--- config.mk ---
export PLATFORM = sky130hd
export DESIGN_NAME = twp_reg_port
export DESIGN_NICKNAME = d
export VERILOG_FILES = /design/src/rtl/twp_pkg.sv /design/src/rtl/twp_sync.sv /design/src/rtl/twp_regbank.sv /design/src/rtl/twp_frame.sv /design/src/rtl/twp_reg_port.sv
export SDC_FILE = /design/constraint.sdc
export NUM_CORES = 1
export LEC_CHECK = 0
export BUFFER_PORTS_ARGS = -buffer_cell sky130_fd_sc_hd__buf_2
export CORE_ASPECT_RATIO = 0.75
export CORE_MARGIN = 2
export CORE_UTILIZATION = 40
export DETAILED_ROUTE_END_ITERATION = 10
export GPL_ROUTABILITY_DRIVEN = 1
export GPL_TIMING_DRIVEN = 0
export RECOVER_POWER = 25
export SETUP_SLACK_MARGIN = 0.5
export SLEW_MARGIN = 0
export SYNTH_ARGS = -nofsm -noshare
export SYNTH_HDL_FRONTEND = slang
export SYNTH_SLANG_ARGS = --single-unit
--- constraint.sdc ---
create_clock -name clk -period 73.3 [get_ports clk]
set_clock_uncertainty 0.1 [all_clocks]
set_input_delay 3.665 -clock clk [delete_from_list [all_inputs] [get_ports clk]]
set_output_delay 3.665 -clock clk [all_outputs]
set_load 0.02 [all_outputs]
--- src/rtl/twp_pkg.sv ---
package twp_pkg;
  localparam int unsigned TWP_DW = 8;
  localparam int unsigned TWP_AW = TWP_DW - 1;
  localparam logic [TWP_AW-1:0] TWP_LAST = 7'h6E;
endpackage

--- src/rtl/twp_sync.sv ---
module twp_sync #(
  parameter int unsigned W = 3,
  parameter logic [W-1:0] RST_VAL = '0
) (
  input  logic         clk,
  input  logic         rst_n,
  input  logic [W-1:0] d_async,
  output logic [W-1:0] d_sync,
  output logic [W-1:0] d_prev
);
  for (genvar g = 0; g < W; g++) begin : g_bit
    logic s1_q, s2_q, h_q;
    always_ff @(posedge clk or negedge rst_n) begin
      if (!rst_n) begin
        s1_q <= RST_VAL[g];
        s2_q <= RST_VAL[g];
        h_q  <= RST_VAL[g];
      end else begin
        s1_q <= d_async[g];
        s2_q <= s1_q;
        h_q  <= s2_q;
      end
    end
    assign d_sync[g] = s2_q;
    assign d_prev[g] = h_q;
  end
endmodule

--- src/rtl/twp_regbank.sv ---
module twp_regbank #(
  parameter int unsigned AW = 7,
  parameter int unsigned DW = 8,
  parameter logic [AW-1:0] LAST = 7'h6E
) (
  input  logic          clk,
  input  logic          rst_n,
  input  logic          we,
  input  logic [AW-1:0] waddr,
  input  logic [DW-1:0] wdata,
  input  logic [AW-1:0] raddr,
  output logic [DW-1:0] rdata,
  output logic          read_en
);
  localparam int unsigned NREG = int'(LAST) + 1;

  logic [DW-1:0] regs_q [NREG];

  for (genvar g = 0; g < NREG; g++) begin : g_reg
    logic hit;
    assign hit = we && (waddr == AW'(g));
    always_ff @(posedge clk or negedge rst_n) begin
      if (!rst_n)   regs_q[g] <= '0;
      else if (hit) regs_q[g] <= wdata;
    end
  end

  always_comb begin
    rdata = '0;
    if (raddr <= LAST) rdata = regs_q[raddr];
  end

  assign read_en = regs_q[0][0];


  rden_chk: assert property (@(posedge clk) disable iff (!rst_n)
    (we && waddr == '0) |=> (read_en == $past(wdata[0])));
endmodule

--- src/rtl/twp_frame.sv ---
module twp_frame #(
  parameter int unsigned AW = 7,
  parameter int unsigned DW = 8,
  parameter logic [AW-1:0] LAST = 7'h6E
) (
  input  logic          clk,
  input  logic          rst_n,
  input  logic          cs_hi,
  input  logic          sck_rise,
  input  logic          sck_fall,
  input  logic          sdi_s,
  input  logic          read_en,
  input  logic [DW-1:0] rd_data,
  output logic [AW-1:0] rd_addr,
  output logic          sdo,
  output logic          sdo_oe,
  output logic          wr_stb,
  output logic [AW-1:0] wr_addr,
  output logic [DW-1:0] wr_data
);
  localparam int unsigned CW = $clog2(DW);
  localparam logic [CW-1:0] CMAX = CW'(DW - 1);

  logic          hdr_q, hdr_n;
  logic          dir_q, dir_n;
  logic          tried_q, tried_n;
  logic          oe_q, oe_n;
  logic [CW-1:0] bcnt_q, bcnt_n;
  logic [DW-1:0] sh_q, sh_n;
  logic [DW-1:0] osh_q, osh_n;
  logic [AW-1:0] addr_q, addr_n;
  logic          stb_q, stb_n;
  logic [AW-1:0] saddr_q, saddr_n;
  logic [DW-1:0] sdata_q, sdata_n;
  logic [AW-1:0] addr_inc;

  assign addr_inc = (addr_q == LAST) ? '0 : addr_q + 1'b1;

  always_comb begin
    hdr_n   = hdr_q;
    dir_n   = dir_q;
    tried_n = tried_q;
    oe_n    = oe_q;
    bcnt_n  = bcnt_q;
    sh_n    = sh_q;
    osh_n   = osh_q;
    addr_n  = addr_q;
    stb_n   = 1'b0;
    saddr_n = saddr_q;
    sdata_n = sdata_q;
    if (cs_hi) begin
      hdr_n   = 1'b0;
      dir_n   = 1'b0;
      tried_n = 1'b0;
      oe_n    = 1'b0;
      bcnt_n  = '0;
    end else begin
      if (sck_rise) begin
        sh_n   = {sh_q[DW-2:0], sdi_s};
        bcnt_n = bcnt_q + 1'b1;
        if (bcnt_q == CMAX) begin
          if (!hdr_q) begin
            hdr_n  = 1'b1;
            dir_n  = sh_n[DW-1];
            addr_n = sh_n[AW-1:0];
          end else if (dir_q) begin
            if (addr_q <= LAST) begin
              stb_n   = 1'b1;
              saddr_n = addr_q;
              sdata_n = sh_n;
            end
            addr_n = addr_inc;
          end
        end
      end
      if (sck_fall) begin
        if (hdr_q && !dir_q && !tried_q) begin
          tried_n = 1'b1;
          if (read_en) begin
            oe_n  = 1'b1;
            osh_n = rd_data;
          end
        end else if (oe_q) begin
          osh_n = {osh_q[DW-2:0], 1'b0};
        end
      end
    end
  end

  always_ff @(posedge clk or negedge rst_n) begin
    if (!rst_n) begin
      hdr_q   <= 1'b0;
      dir_q   <= 1'b0;
      tried_q <= 1'b0;
      oe_q    <= 1'b0;
      bcnt_q  <= '0;
      sh_q    <= '0;
      osh_q   <= '0;
      addr_q  <= '0;
      stb_q   <= 1'b0;
      saddr_q <= '0;
      sdata_q <= '0;
    end else begin
      hdr_q   <= hdr_n;
      dir_q   <= dir_n;
      tried_q <= tried_n;
      oe_q    <= oe_n;
      bcnt_q  <= bcnt_n;
      sh_q    <= sh_n;
      osh_q   <= osh_n;
      addr_q  <= addr_n;
      stb_q   <= stb_n;
      saddr_q <= saddr_n;
      sdata_q <= sdata_n;
    end
  end

  assign rd_addr = addr_q;
  assign sdo     = oe_q & osh_q[DW-1];
  assign sdo_oe  = oe_q;
  assign wr_stb  = stb_q;
  assign wr_addr = saddr_q;
  assign wr_data = sdata_q;


  oe_idle_chk: assert property (@(posedge clk) disable iff (!rst_n)
    (cs_hi && $past(cs_hi)) |-> !oe_q);

  oe_gate_chk: assert property (@(posedge clk) disable iff (!rst_n)
    $rose(oe_q) |-> (read_en && !dir_q && hdr_q));

  stb_pulse_chk: assert property (@(posedge clk) disable iff (!rst_n)
    stb_q |=> !stb_q);

  stb_range_chk: assert property (@(posedge clk) disable iff (!rst_n)
    stb_q |-> (saddr_q <= LAST));
endmodule

--- src/rtl/twp_reg_port.sv ---
module twp_reg_port
  import twp_pkg::*;
#(
  parameter int unsigned DW = TWP_DW,
  parameter logic [DW-2:0] LAST = TWP_LAST
) (
  input  logic          clk,
  input  logic          rst_n,
  input  logic          cs_n,
  input  logic          sclk,
  input  logic          sdi,
  output logic          sdo,
  output logic          sdo_oe,
  output logic          wr_stb,
  output logic [DW-2:0] wr_addr,
  output logic [DW-1:0] wr_data
);
  localparam int unsigned AW = DW - 1;

  logic rs1_q, rs2_q;
  always_ff @(posedge clk or negedge rst_n) begin
    if (!rst_n) begin
      rs1_q <= 1'b0;
      rs2_q <= 1'b0;
    end else begin
      rs1_q <= 1'b1;
      rs2_q <= rs1_q;
    end
  end

  logic [2:0] pin_s, pin_p;
  twp_sync #(.W(3), .RST_VAL(3'b100)) sync_i (
    .clk(clk), .rst_n(rs2_q), .d_async({cs_n, sclk, sdi}),
    .d_sync(pin_s), .d_prev(pin_p)
  );

  logic cs_hi, sck_rise, sck_fall;
  assign cs_hi    = pin_s[2];
  assign sck_rise = pin_s[1] & ~pin_p[1];
  assign sck_fall = ~pin_s[1] & pin_p[1];

  logic [AW-1:0] rd_addr;
  logic [DW-1:0] rd_data;
  logic          read_en;

  twp_frame #(.AW(AW), .DW(DW), .LAST(LAST)) frame_i (
    .clk(clk), .rst_n(rs2_q), .cs_hi(cs_hi), .sck_rise(sck_rise),
    .sck_fall(sck_fall), .sdi_s(pin_s[0]), .read_en(read_en),
    .rd_data(rd_data), .rd_addr(rd_addr), .sdo(sdo), .sdo_oe(sdo_oe),
    .wr_stb(wr_stb), .wr_addr(wr_addr), .wr_data(wr_data)
  );

  twp_regbank #(.AW(AW), .DW(DW), .LAST(LAST)) bank_i (
    .clk(clk), .rst_n(rs2_q), .we(wr_stb), .waddr(wr_addr),
    .wdata(wr_data), .raddr(rd_addr), .rdata(rd_data), .read_en(read_en)
  );
endmodule

==> results.json <==
{
  "clk_pin_slew_ns": 0.06,
  "synthCells": 2972,
  "syn_area_um2": 43330,
  "leakagePower_nw": 22.31,
  "grt-ovfl-total": 0,
  "start_util_pct": 40.36,
  "die_x_um": 384.0,
  "drt-pass1-iter-count": 5,
  "htree_levels": 3,
  "routabilityCongestion": 0.9990,
  "path_max_fanout": 66,
  "drive_gt1_share_pct": 42.18,
  "arrival_ns": 7.11,
  "synthArstFlopShare_pct": 100.0,
  "clock_tree.buffer_depth": 3,
  "ys.flop_type": "dfrtp_1",
  "syn_nets": 2981,
  "power_density_nw_per_um2": 21.31,
  "min-delay-start": "sync_i.g_bit[0].s1_q$_DFF_PN0_",
  "final_common_cell": "dfrtp_1",
  "yosys.area.top_type": "dfrtp_1",
  "critPathCaptureType": "asynchronous set/reset pin",
  "cts_sinks": 942,
  "first_iter_violations": 2663,
  "reg2reg_slack_ns": 66.07,
  "vias": 28070,
  "hold_end": "sync_i.g_bit[0].s2_q$_DFF_PN0_",
  "finalHoldWorstSlack_ns": 0.2471,
  "grt_pass1_wl_um": 216600,
  "hold_depth": 0,
  "cts_root_buffer": "clkbuf_16",
  "cp.required_ns": 73.18,
  "setup-violations-final": 0,
  "status": "finished with violations",
  "cts_tree": "yes",
  "crit_path_start_kind": "flop",
  "wire_per_inst_um": 33.24,
  "violations": "max-capacitance violations, max-slew violations",
  "yosysSeqAreaShare_pct": 54.41,
  "period_share_pct": 9.865,
  "synth.distinct_cells": 71,
  "rsz0062_at_grt": "no",
  "grt_pass1_vias": 27900,
  "hpwl_um": 107600,
  "vias_per_cell": 6.069,
  "tightestPinTransition_ns": 3.628,
  "dieArea_um2": 111000,
  "cpMostUsedCell": "clkbuf_1",
  "rows": 104,
  "clk_latency_ns": 0.71,
  "maxSlewViolCount": 581,
  "fin_nets": 3121,
  "routed_wl_um": 153700,
  "fin_setup_tns_ns": 0,
  "grt_max_degree": 67,
  "r2r-start": "rs2_q$_DFF_PN0_",
  "cts_setup_buffers": 0,
  "slowest_delay_ns": 2.65,
  "yosys_warnings": 0,
  "antenna_left": 0,
  "drv_cap": 11,
  "final_hold_viol_count": 0,
  "ys_seq_elements": 942,
  "pin_count": 23,
  "gr-usage-all-layers_pct": 27.88,
  "ff2ff_path_depth": 2,
  "crit_chain": "clkbuf_1, clkbuf_1",
  "total_power_mw": 1.038,
  "layout_common_cells": "dfrtp_1 (940), mux2_2 (917), clkbuf_1 (161), mux2i_1 (161), mux4_2 (145)",
  "drc": 0,
  "crit_type": "flop to asynchronous set/reset pin",
  "synth_top_area_share_pct": 54.29,
  "antenna_found_initial": 18,
  "cts_buffers": 94,
  "hold_buffers": 0,
  "synth_edf_count": 0,
  "die_h_um": 289.0,
  "ys_top_cells_by_area": "dfrtp_1 (54%), mux2_2 (24%), mux4_2 (7.5%)",
  "fmax_mhz": 138.3,
  "ir_drop_v": 0.00001948,
  "min_period_ns": 7.231,
  "r2r_end": "bank_i.regs_q[538]$_DFFE_PN0P_",
  "area_growth_pct": 12.45,
  "cts_resized": 0,
  "core-area_um2": 107400,
  "cpMaxStageDelayCell": "clkbuf_1",
  "slew_headroom_pct": -141.9,
  "avgSynthCellArea_um2": 14.58,
  "hold_class": "flop to flop",
  "io_buffers": 22
}
==> state kept, by name (all words and copies together), names as in the netlist <==
signal	cells
sync_i.g_bit.s2_q	3
frame_i.tried_q	1
sync_i.g_bit.h_q	1
sync_i.g_bit.s1_q	3
frame_i.osh_q	8
frame_i.wr_stb	1
frame_i.sh_q	7
frame_i.wr_addr	7
frame_i.dir_q	1
bank_i.regs_q	887
frame_i.sdo_oe	1
rs1_q	1
frame_i.hdr_q	1
frame_i.bcnt_q	3
bank_i.read_en	1
frame_i.rd_addr	7
rs2_q	1
frame_i.wr_data	8
==> critical path, delay by kind of cell (launching register included) <==
kind     cells  cell delay (ns)
flops        1             1.56
buf+inv      2             4.75
==> metrics by stage <==
step | instances | cell area, um2 | util, % | worst slack [ns]
global placement | 4425 | 45230 | 42.13 | 32.86
floorplan | 2972 | 43330 | - | 45.00
finish | 4625 | 48720 | 45.38 | 66.07
detailed placement | 4447 | 45780 | 42.64 | 68.61
CTS | 4615 | 48910 | 45.56 | 67.87
global route | 4615 | 48690 | 45.36 | 64.63
==> worst max-delay path by stage <==
| stage | startpoint | end | slack [ns] | depth (start not counted) |
|---|---|---|---|---|
| 2_1_floorplan | rs2_q$_DFF_PN0_ | bank_i.read_en$_DFFE_PN0P_ | 45.00 | 0 |
| 3_3_place_gp | rs2_q$_DFF_PN0_ | bank_i.regs_q[715]$_DFFE_PN0P_ | 32.86 | 0 |
| 3_5_place_dp | frame_i.wr_data[6]$_DFFE_PN0P_ | wr_data[6] | 68.61 | 1 |
| 4_1_cts | frame_i.wr_data[6]$_DFFE_PN0P_ | wr_data[6] | 67.87 | 1 |
| 5_1_grt | rs2_q$_DFF_PN0_ | bank_i.regs_q[879]$_DFFE_PN0P_ | 64.63 | 2 |
| 6_report | rs2_q$_DFF_PN0_ | bank_i.regs_q[538]$_DFFE_PN0P_ | 66.07 | 2 |
==> Yosys cell counts, types with 5 or more instances <==
cell type / number
dfrtp_1: 940
mux2_2: 917
mux2i_1: 161
mux4_2: 145
clkbuf_1: 134
nand2_1: 108
nor2_1: 106
o21ai_0: 64
buf_2: 32
a21oi_1: 29
o22ai_1: 26
nor3_1: 24
and2_1: 17
o221ai_1: 17
buf_6: 16
buf_4: 14
nor2b_1: 13
inv_1: 11
nand3_1: 11
o2bb2ai_1: 11
a2111oi_0: 10
buf_1: 10
a22oi_1: 9
a211oi_1: 8
a221oi_1: 8
nand2b_1: 8
o211ai_1: 8
a31oi_1: 7
mux4_1: 7
nand4_1: 7
nand3b_1: 6
nor4_1: 6
a311oi_1: 5
buf_8: 5
nor2_2: 5
nor3b_2: 5
o2111ai_1: 5
==> cells by family (layout without fill, tap and decap cells) <==
group	after synthesis	count (layout)	synth area share [%]
AOI/OAI and AO/OA	232	232	3.619
xor gates and xnor gates	1	1	0.02022
adders and majority gates	4	4	0.1155
buffers and inverters	227	439	2.642
DFF	942	942	54.41
muxes	1230	1230	35.52
other	1	11	0.008655
and+or+nand+nor	335	335	3.665
==> power breakdown <==
group	internal [mW]	total, mW	switching [mW]
Sequential	0.522	0.524	0.00240
Clock	0.285	0.500	0.215
Combinational	0.00320	0.0143	0.0111
==> layer usage <==
metal | vias up | routed length (um) | GRT usage [%]
met1 | 15180 | 69100 | 40.70
met4 | 16 | 5367 | 8.971
met5 | - | 170 | 0.5892
met3 | 298 | 16490 | 10.23
met2 | 1243 | 62600 | 38.08
li1 | 11330 | - | -
==> cell type report <==
class | instances | area [um2]
Sequential cell | 942 | 23580
Tap cell | 1431 | 1790
Timing Repair Buffer | 44 | 405.4
Buffer | 214 | 1097
Clock inverter | 24 | 240.2
Fill cell | 9678 | 58640
Antenna cell | 10 | 25.02
Clock buffer | 144 | 2894
Inverter | 13 | 48.80
Multi-Input combinational cell | 1803 | 18640
No activity file was read; power rests on OpenSTA's default activity.
